## src/rtl/trig_capture_pkg.sv

```systemverilog
// Shared state encoding for the threshold-armed capture engine.
// Assumes: the state code is visible at the top-level port, so values are fixed.
package trig_capture_pkg;

    typedef enum logic [2:0] {
        ST_IDLE = 3'd0,
        ST_WAIT = 3'd1,
        ST_HOLD = 3'd2,
        ST_CAPT = 3'd3,
        ST_DONE = 3'd4
    } cap_state_e;

endpackage

```

## src/rtl/tc_level_detect.sv

```systemverilog
// Amplitude event detector: flags a valid word whose level field reaches THRESH.
// Assumes: the level field is unsigned and the caller passes only that field.
module tc_level_detect #(
    parameter int LVL_W  = 8,
    parameter int THRESH = 240
) (
    input  logic             valid,
    input  logic [LVL_W-1:0] level,
    output logic             hit
);

    localparam logic [LVL_W-1:0] THR = LVL_W'(THRESH);

    // Compare the level of a strobed word against the threshold.
    always_comb begin
        hit = valid && (level >= THR);
    end

endmodule

```

## src/rtl/tc_skip_counter.sv

```systemverilog
// Loadable down counter used for both the trigger skip and the word holdoff.
// Assumes: load has priority over dec; the count never wraps below zero.
module tc_skip_counter #(
    parameter int W = 16
) (
    input  logic         clk,
    input  logic         rst_n,
    input  logic         load,
    input  logic [W-1:0] load_val,
    input  logic         dec,
    output logic         at_zero,
    output logic         at_one
);

    localparam logic [W-1:0] ONE = W'(1);

    logic [W-1:0] cnt;

    // Hold, load or step the remaining count.
    always_ff @(posedge clk) begin
        if (!rst_n) begin
            cnt <= '0;
        end else if (load) begin
            cnt <= load_val;
        end else if (dec && (cnt != '0)) begin
            cnt <= cnt - ONE;
        end
    end

    // Expose the two values the sequencer decides on.
    always_comb begin
        at_zero = (cnt == '0);
        at_one  = (cnt == ONE);
    end

endmodule

```

## src/rtl/tc_write_addr.sv

```systemverilog
// Buffer address and fill counter for the capture phase.
// Assumes: inc is issued only while the buffer is not yet full.
module tc_write_addr #(
    parameter int DEPTH = 1024,
    localparam int AW   = (DEPTH > 1) ? $clog2(DEPTH) : 1,
    localparam int CW   = AW + 1
) (
    input  logic          clk,
    input  logic          rst_n,
    input  logic          clr,
    input  logic          inc,
    output logic [AW-1:0] addr,
    output logic [CW-1:0] count,
    output logic          at_last
);

    localparam logic [AW-1:0] LAST = AW'(DEPTH - 1);

    // Advance address and fill count together on every stored word.
    always_ff @(posedge clk) begin
        if (!rst_n || clr) begin
            addr  <= '0;
            count <= '0;
        end else if (inc) begin
            addr  <= addr + AW'(1);
            count <= count + CW'(1);
        end
    end

    // Flag the final buffer location.
    always_comb begin
        at_last = (addr == LAST);
    end

endmodule

```

## src/rtl/trig_capture.sv

```systemverilog
// Threshold-armed capture engine: wait for the accepted amplitude event,
// discard a holdoff of valid words, then fill the buffer once and report done.
// Assumes: one sample word per valid cycle; the buffer accepts a write each cycle;
// skip counts are stable when start is seen.
module trig_capture
    import trig_capture_pkg::*;
#(
    parameter int DATA_W = 16,
    parameter int DEPTH  = 1024,
    parameter int THRESH = 240,
    parameter int TRIG_W = 8,
    parameter int SKIP_W = 16,
    localparam int AW    = (DEPTH > 1) ? $clog2(DEPTH) : 1,
    localparam int CW    = AW + 1,
    localparam int LVL_W = 8
) (
    input  logic              clk,
    input  logic              rst_n,
    input  logic              start,
    input  logic [TRIG_W-1:0] trig_skip,
    input  logic [SKIP_W-1:0] samp_skip,
    input  logic              s_valid,
    input  logic [DATA_W-1:0] s_data,
    output logic              mem_we,
    output logic [AW-1:0]     mem_addr,
    output logic [DATA_W-1:0] mem_wdata,
    output logic [2:0]        state,
    output logic [CW-1:0]     captured,
    output logic              done_pulse,
    output logic              active
);

    cap_state_e cur_st, nxt_st;

    logic hit;
    logic trig_load, trig_dec, trig_zero, trig_one_unused;
    logic samp_load, samp_dec, samp_zero, samp_one;
    logic addr_clr, addr_inc, addr_last;
    logic finish, done_r;
    logic start_ok;

    tc_level_detect #(
        .LVL_W  (LVL_W),
        .THRESH (THRESH)
    ) u_detect (
        .valid (s_valid),
        .level (s_data[DATA_W-1 -: LVL_W]),
        .hit   (hit)
    );

    tc_skip_counter #(.W(TRIG_W)) u_trig_cnt (
        .clk      (clk),
        .rst_n    (rst_n),
        .load     (trig_load),
        .load_val (trig_skip),
        .dec      (trig_dec),
        .at_zero  (trig_zero),
        .at_one   (trig_one_unused)
    );

    tc_skip_counter #(.W(SKIP_W)) u_samp_cnt (
        .clk      (clk),
        .rst_n    (rst_n),
        .load     (samp_load),
        .load_val (samp_skip),
        .dec      (samp_dec),
        .at_zero  (samp_zero),
        .at_one   (samp_one)
    );

    tc_write_addr #(.DEPTH(DEPTH)) u_addr (
        .clk     (clk),
        .rst_n   (rst_n),
        .clr     (addr_clr),
        .inc     (addr_inc),
        .addr    (mem_addr),
        .count   (captured),
        .at_last (addr_last)
    );

    // Start is honoured only when no run is in progress.
    always_comb begin
        start_ok = start && ((cur_st == ST_IDLE) || (cur_st == ST_DONE));
    end

    // Sequencer: next state and the strobes for counters and address.
    always_comb begin
        nxt_st    = cur_st;
        trig_load = 1'b0;
        trig_dec  = 1'b0;
        samp_load = 1'b0;
        samp_dec  = 1'b0;
        addr_clr  = 1'b0;
        addr_inc  = 1'b0;
        finish    = 1'b0;
        unique case (cur_st)
            ST_IDLE, ST_DONE: begin
                if (start_ok) begin
                    nxt_st    = ST_WAIT;
                    trig_load = 1'b1;
                    samp_load = 1'b1;
                    addr_clr  = 1'b1;
                end
            end
            ST_WAIT: begin
                if (hit) begin
                    if (trig_zero) begin
                        nxt_st = samp_zero ? ST_CAPT : ST_HOLD;
                    end else begin
                        trig_dec = 1'b1;
                    end
                end
            end
            ST_HOLD: begin
                if (s_valid) begin
                    samp_dec = 1'b1;
                    if (samp_one) begin
                        nxt_st = ST_CAPT;
                    end
                end
            end
            ST_CAPT: begin
                if (s_valid) begin
                    addr_inc = 1'b1;
                    if (addr_last) begin
                        nxt_st = ST_DONE;
                        finish = 1'b1;
                    end
                end
            end
            default: nxt_st = ST_IDLE;
        endcase
    end

    // State register and registered completion pulse.
    always_ff @(posedge clk) begin
        if (!rst_n) begin
            cur_st <= ST_IDLE;
            done_r <= 1'b0;
        end else begin
            cur_st <= nxt_st;
            done_r <= finish;
        end
    end

    // Buffer write port and status outputs.
    always_comb begin
        mem_we     = (cur_st == ST_CAPT) && s_valid;
        mem_wdata  = s_data;
        state      = cur_st;
        done_pulse = done_r;
        active     = (cur_st == ST_WAIT) || (cur_st == ST_HOLD) || (cur_st == ST_CAPT);
    end

endmodule

```

## config.mk

```make
export PLATFORM = sky130hd
export DESIGN_NAME = trig_capture
export DESIGN_NICKNAME = d
export VERILOG_FILES = /design/src/rtl/trig_capture_pkg.sv /design/src/rtl/tc_level_detect.sv /design/src/rtl/tc_skip_counter.sv /design/src/rtl/tc_write_addr.sv /design/src/rtl/trig_capture.sv
export SDC_FILE = /design/constraint.sdc
export NUM_CORES = 1
export LEC_CHECK = 0
export ABC_AREA = 0
export BUFFER_PORTS_ARGS = -buffer_cell sky130_fd_sc_hd__buf_4
export CAP_MARGIN = 40
export CORE_UTILIZATION = 46
export CTS_CLUSTER_DIAMETER = 100
export DETAILED_ROUTE_END_ITERATION = 7
export PLACE_DENSITY = 0.83
export SLEW_MARGIN = 5
export SYNTH_ARGS = -nofsm -noshare
export SYNTH_HDL_FRONTEND = slang
export SYNTH_SLANG_ARGS = --single-unit
```

## constraint.sdc

```tcl
create_clock -name clk -period 7.03 [get_ports clk]
set_clock_uncertainty 0.1 [all_clocks]
set_input_delay 0.703 -clock clk [delete_from_list [all_inputs] [get_ports clk]]
set_output_delay 0.703 -clock clk [all_outputs]
set_load 0.01 [all_outputs]
```

==> results.py, run 1 <==
metrics = {
    "status": {
        "run_status": "finished clean",
    },
    "finish": {
        "finalNetCount": 403,
        "final_cell_count_no_fill": 426,
        "drive_gt1_frac": 0.229,
        "num_antenna_cells": 0,
        "finalCoreUtilization": 0.563,
        "flow.area_growth_from_synthesis_pct": 17.4,
        "commonest_non_fill_non_tap_cells_in_the_layout": "buf_4, dfxtp_1, nor2_1",
        "layout.cells.most_common": "buf_4",
    },
    "synth": {
        "synth_async_sr_flop_share": 0,
        "yosysWarningCount": 0,
        "ys.flop_type": "dfxtp_1",
        "synth_largest_type_area_fraction": 0.369,
        "post_synth.cell_area_avg_sq_um": 8.43,
        "synth_sequential_area_ratio": 0.369,
        "synth_seq_cells": 49,
        "yosysTopAreaCell": "dfxtp_1",
        "ranking_of_synthesized_cells_by_area": "dfxtp_1, xor2_1, xnor2_1, buf_4, nor2_1",
        "mappedNetlistArea_sq_mm": 0.00266,
        "synthesis.nets": 365,
        "ys_types": 48,
        "synth-edff-count": 0,
        "synthesis.instances": 315,
    },
    "setup_path": {
        "worst-setup-path-type": "reg -> out",
        "critPathArrivalTime_ns": 1.65,
        "critical_path.endpoint_type": "output port",
        "critical_path.max_fanout": 13,
        "start_kind": "flop",
        "req_time_crit_path_ns": 6.23,
    },
    "clocking": {
        "cts_inserted_buffers": 5,
        "h_tree_lvl_count": 2,
        "tritoncts": "done",
        "clock_insertion_delay_at_the_later_pin_of_the_skew_report_ns": 0.31,
        "cts.sink_count": 49,
        "cts-root-to-sink-buffers": 2,
        "cts_repair_resize_count": 0,
        "post_cts_repair_setup_buffers": 0,
        "hold_buffers": 0,
        "clock-root-buffer": "clkbuf_8",
        "path_clk_slew_ns": 0.09,
    },
    "routing": {
        "initialDrtViolationCount": 138,
        "routed_wl_per_cell_um": 12.9,
        "drcViolationCount": 0,
        "drt_pre_antenna_iters": 4,
        "via_count": 2311,
        "post_detailed_routing_wire_length_um": 5510,
        "viasPerCell": 5.42,
        "antenna_left": 0,
    },
    "timing": {
        "clock.fmax_ghz": 0.407,
        "rsz0062_at_grt": "false",
        "slew_violations": 0,
        "max_slew.worst_pin.slew_ns": 0.734,
        "timing.final.crit_share": 0.349,
        "min_period_ns": 2.46,
        "finalSetupViolCount": 0,
        "finalSetupTns_ns": 0,
        "maxSlewHeadroom": 0.509,
        "hold_violations": 0,
    },
    "floorplan": {
        "die_span_in_y_um": 78.0,
        "starting_density": 0.479,
        "core_area_sq_mm": 0.00554,
        "floorplan.io_pins": 87,
        "overall_die_width_um": 78.0,
        "floorplan.rows": 27,
        "die-area_sq_mm": 0.00608,
    },
    "pwr": {
        "power.leakage_nw": 1.19,
        "p_per_area_mw_per_mm2": 290,
        "worst_ir_drop_vdd_mv": 0.192,
    },
    "placed_design": {
        "place.detailed.instances": 418,
        "port-buffer-count": 62,
        "detailedPlacementHpwl_um": 3980,
        "place_congestion": 0.779,
    },
    "grt": {
        "via_count_of_the_first_global_routing_pass": 2149,
        "wire_length_of_the_first_global_routing_pass_um": 9240,
        "grt_use_total": 0.187,
        "grt_start_max_net_pins": 44,
        "number_of_antenna_violations_at_the_first_check_in_global_routing": 0,
        "global_route.overflow_total": 0,
    },
    "min_path": {
        "hp-class": "reg -> reg",
    },
    "job": {
        "max_cap_viols": 0,
    },
}
[report_power, final]
part           switching, mW  leakage, nW  total (mW)  internal [mW]
logic                  0.203        0.756       0.355          0.152
registers             0.0591        0.401       0.386          0.327
clock network         0.0918       0.0385       0.162         0.0705
total                  0.354         1.19       0.903          0.550
[stage by stage]
step | area, sq um | setup WS, ns | power, mW | hold slack (ns)
after floorplan | 2660 | 4.81 | 0.666 | 0.373
after global placement | 3030 | 4.49 | 0.734 | 0.389
after detailed placement | 3030 | 4.43 | 0.745 | 0.399
after CTS | 3120 | 4.58 | 0.906 | 0.413
after global routing | 3120 | 4.44 | 0.968 | 0.439
final | 3120 | 4.57 | 0.903 | 0.407
[logic make-up after synthesis]
kind of cell               count (synthesis)  share of synthesized area
AOI/OAI and AO/OA                         60                      0.125
xor gates and xnor gates                  35                      0.115
adders and majority gates                  6                     0.0283
buffers and inverters                     37                     0.0768
DFF                                       49                      0.369
muxes                                      5                     0.0193
and+or+nand+nor                          123                      0.266
[routing by layer]
layer,vias up,track usage,part of all wire
met5,-,0,0
met4,0,0.0704,0.017
met3,10,0.0353,0.049
met2,49,0.328,0.49
met1,1071,0.224,0.45
li1,1181,-,-
[path summary, 6_finish.rpt]
kind                                       start                               to  slack (ns)  cells past startpoint
setup / recovery           state[1]$_SDFFE_PN0P_                           mem_we        4.57                      2
hold / removal      u_addr.count[9]$_SDFFE_PP0P_     u_addr.count[9]$_SDFFE_PP0P_        0.41                      2
setup reg to reg  u_samp_cnt.cnt[1]$_SDFFE_PN0P_  u_samp_cnt.cnt[12]$_SDFFE_PN0P_        4.61                      7
hold reg to reg     u_addr.count[9]$_SDFFE_PP0P_     u_addr.count[9]$_SDFFE_PP0P_        0.41                      2
[cell usage after synthesis (3+ instances only)]
master,number
dfxtp_1,49
nor2_1,32
a21oi_1,23
o21ai_0,23
xor2_1,21
buf_4,16
nand2_1,14
xnor2_1,14
clkbuf_1,11
nor3_1,11
nand3_1,10
nand4_1,9
or4_1,9
and3_1,8
ha_1,6
a31oi_1,5
inv_1,5
or3_1,5
mux2i_1,4
buf_2,3
nor2b_1,3
[critical path: stages, from the launching register on]
cell and delay, ns:
dfxtp_1 0.53, and4b_1 0.60, buf_4 0.22
[layout make-up]
cell class	instances	area, sq um
Clock inverter	1	7.51
Fill cell	511	2420
Tap cell	72	90.1
Clock buffer	7	76.3
Multi-Input combinational cell	229	1470
Inverter	5	18.8
Timing Repair Buffer	63	473
Sequential cell	49	981
[registers in the layout, indices dropped and copies added, names as in the netlist]
register	count
done_pulse	1
state	3
u_addr.addr	10
u_addr.count	11
u_samp_cnt.cnt	16
u_trig_cnt.cnt	8
Power figures use the tool's default switching activity.
==> inputs of run 2 (changes only) <==
--- a/config.mk
+++ b/config.mk
@@ -11,7 +11,7 @@
 export CORE_UTILIZATION = 46
 export CTS_CLUSTER_DIAMETER = 100
 export DETAILED_ROUTE_END_ITERATION = 7
-export PLACE_DENSITY = 0.83
+export PLACE_DENSITY = 0.86
 export SLEW_MARGIN = 5
 export SYNTH_ARGS = -nofsm -noshare
 export SYNTH_HDL_FRONTEND = slang
==> constraint.sdc (replaced) <==
create_clock -name clk -period 2.1 [get_ports clk]
set_clock_uncertainty 0.1 [all_clocks]
set_input_delay 0.21 -clock clk [delete_from_list [all_inputs] [get_ports clk]]
set_output_delay 0.21 -clock clk [all_outputs]
set_load 0.01 [all_outputs]
==> results.py, run 2 (synthesis gave the netlist of run 1 again) <==
metrics = {
    "placed_design": {
        "place.detailed.instances": 438,
        "port-buffer-count": 62,
        "place_worst_setup_slack_ns": -0.0481,
        "detailedPlacementHpwl_um": 4450,
        "place_congestion": 0.867,
    },
    "clocking": {
        "cts_inserted_buffers": 5,
        "h_tree_lvl_count": 2,
        "cts.sink_count": 49,
        "path_clk_slew_ns": 0.09,
        "cts-root-to-sink-buffers": 2,
        "post_cts_repair_setup_buffers": 0,
        "clock-root-buffer": "clkbuf_8",
        "clock_insertion_delay_at_the_later_pin_of_the_skew_report_ns": 0.30,
        "tritoncts": "done",
    },
    "pwr": {
        "power.leakage_nw": 1.35,
        "p_per_area_mw_per_mm2": 1080,
        "worst_ir_drop_vdd_mv": 0.521,
    },
    "timing": {
        "max_slew.worst_pin.slew_ns": 0.493,
        "finalSetupViolCount": 2,
        "postLayoutSetupSlackWorst_ns": -0.0219,
        "maxSlewHeadroom": 0.668,
        "min_period_ns": 2.12,
        "rsz0062_at_grt": "true",
        "finalSetupTns_ns": -0.0370,
        "slew_violations": 0,
        "hold_violations": 0,
        "clock.fmax_ghz": 0.471,
        "timing.final.crit_share": 1.01,
    },
    "finish": {
        "largest_register_ff_count": 16,
        "flow.area_growth_from_synthesis_pct": 27.8,
        "filler_cell_count": 492,
        "finalCoreUtilization": 0.613,
        "num_antenna_cells": 0,
        "drive_gt1_frac": 0.313,
        "layout.cells.most_common": "buf_4",
        "final_cell_count_no_fill": 446,
        "commonest_non_fill_non_tap_cells_in_the_layout": "buf_4, dfxtp_1, nor2_1",
        "finalNetCount": 423,
        "max_flop_register": "u_samp_cnt.cnt",
        "biggestRegsByFlops": "u_samp_cnt.cnt (16), u_addr.count (11), u_addr.addr (10)",
    },
    "floorplan": {
        "die_span_in_y_um": 78.0,
        "core_area_sq_mm": 0.00554,
        "overall_die_width_um": 78.0,
        "die-area_sq_mm": 0.00608,
        "floorplan.rows": 27,
        "floorplan.io_pins": 87,
        "starting_density": 0.479,
    },
    "setup_path": {
        "worst-setup-path-type": "reg -> reg",
        "critical_path.endpoint": "u_samp_cnt.cnt[12]$_SDFFE_PN0P_",
        "critical_path.max_fanout": 3,
        "critPathArrivalTime_ns": 2.21,
        "rr_startpoint": "u_samp_cnt.cnt[5]$_SDFFE_PN0P_",
        "req_time_crit_path_ns": 2.18,
        "critical_path.endpoint_type": "flop",
        "worst_r2r_endpoint": "u_samp_cnt.cnt[12]$_SDFFE_PN0P_",
        "worst_path_max_delay_cell": "or4_4",
        "cp_common_cell": "or4_4",
        "worst_reg2reg_path_length_in_cells": 5,
        "setup.worst_path.start": "u_samp_cnt.cnt[5]$_SDFFE_PN0P_",
        "timing.reg2reg.setup_slack_ns": -0.02,
        "path_cells": "or4_4, or4_4, or2_4, o211ai_1, a21oi_1",
        "critical-path-max-stage-delay_ns": 0.54,
        "start_kind": "flop",
    },
    "grt": {
        "grt_use_total": 0.205,
        "number_of_antenna_violations_at_the_first_check_in_global_routing": 0,
        "grt_start_max_net_pins": 36,
        "global_route.overflow_total": 0,
        "via_count_of_the_first_global_routing_pass": 2259,
        "wire_length_of_the_first_global_routing_pass_um": 10100,
    },
    "routing": {
        "viasPerCell": 5.41,
        "initialDrtViolationCount": 86,
        "drcViolationCount": 0,
        "routed_wl_per_cell_um": 13.8,
        "drt_pre_antenna_iters": 4,
        "highest_layer": "met4",
        "post_detailed_routing_wire_length_um": 6140,
        "drt-met1-wl_um": 2680,
        "antenna_left": 0,
        "route.met3.wl_um": 264,
        "dr_wl_met2_um": 3150,
        "via_count": 2413,
    },
    "status": {
        "run_status": "finished, violations left",
        "violations": "negative setup slack",
    },
    "min_path": {
        "hp-class": "in -> reg",
        "whs_path_depth": 3,
    },
    "job": {
        "max_cap_viols": 0,
    },
}
run 2: cell count changes in the layout (fill, tap and decap cells not counted), moves of 4 or more:
cell	before	now
or4_4	2	6
or4_1	9	5
dfxtp_2	0	4
buf_4	63	80
dfxtp_1	49	45
run 2: worst max-delay path: cells and delay by family (launching register included):
kind / cells / cell delay, ns
flops: 1 / 0.33
compound gates: 2 / 0.26
simple gates: 3 / 1.32
run 2: per-stage QoR:
| stage | hold slack [ns] | total power, mW | instance area [sq um] |
|---|---|---|---|
| after floorplan | 0.247 | 2.27 | 2680 |
| after global placement | 0.320 | 2.72 | 3220 |
| after detailed placement | 0.320 | 2.78 | 3220 |
| after CTS | 0.0747 | 3.61 | 3360 |
| after global routing | 0.0731 | 3.89 | 3400 |
| final | 0.0710 | 3.67 | 3400 |
run 2: report_power, final:
group,internal [mW],total [mW],switching (mW)
Combinational,0.774,1.63,0.853
Sequential,1.10,1.25,0.152
Clock,0.473,0.792,0.319
Total,2.35,3.67,1.32
run 2: cell type report:
cell class | instances | area, sq um | area share
multi-input combinational | 229 | 1520 | 0.449
clock buffer | 5 | 68.8 | 0.0203
clock inverter | 3 | 65.1 | 0.0192
sequential | 49 | 986 | 0.290
timing repair buffer | 83 | 643 | 0.189
inverter | 5 | 18.8 | 0.00553
tap | 72 | 90.1 | 0.0265
run 2: repair_timing:
action,in CTS,in global routing
hold buffers,0,0
cloned,0,0
gates resized for setup,4,8
pin swaps,2,3
hold endpoints to repair,0,0
endpoints found under the setup margin,4,16
run 2: metal layers:
metal	up-vias	track usage
met2	53	0.366
li1	1220	-
met1	1132	0.251
met3	8	0.0376
met4	0	0.0574
met5	-	0
run 2: how the worst min path moves through the flow:
stage	startpoint	end	slack [ns]
after detailed placement	s_data[0]	mem_wdata[0]	0.32
after global routing	samp_skip[14]	u_samp_cnt.cnt[14]$_SDFFE_PN0P_	0.07
after floorplan	trig_skip[1]	u_trig_cnt.cnt[1]$_SDFFE_PN0P_	0.25
after CTS	trig_skip[1]	u_trig_cnt.cnt[1]$_SDFFE_PN0P_	0.07
after global placement	s_data[0]	mem_wdata[0]	0.32
final	trig_skip[1]	u_trig_cnt.cnt[1]$_SDFFE_PN0P_	0.07
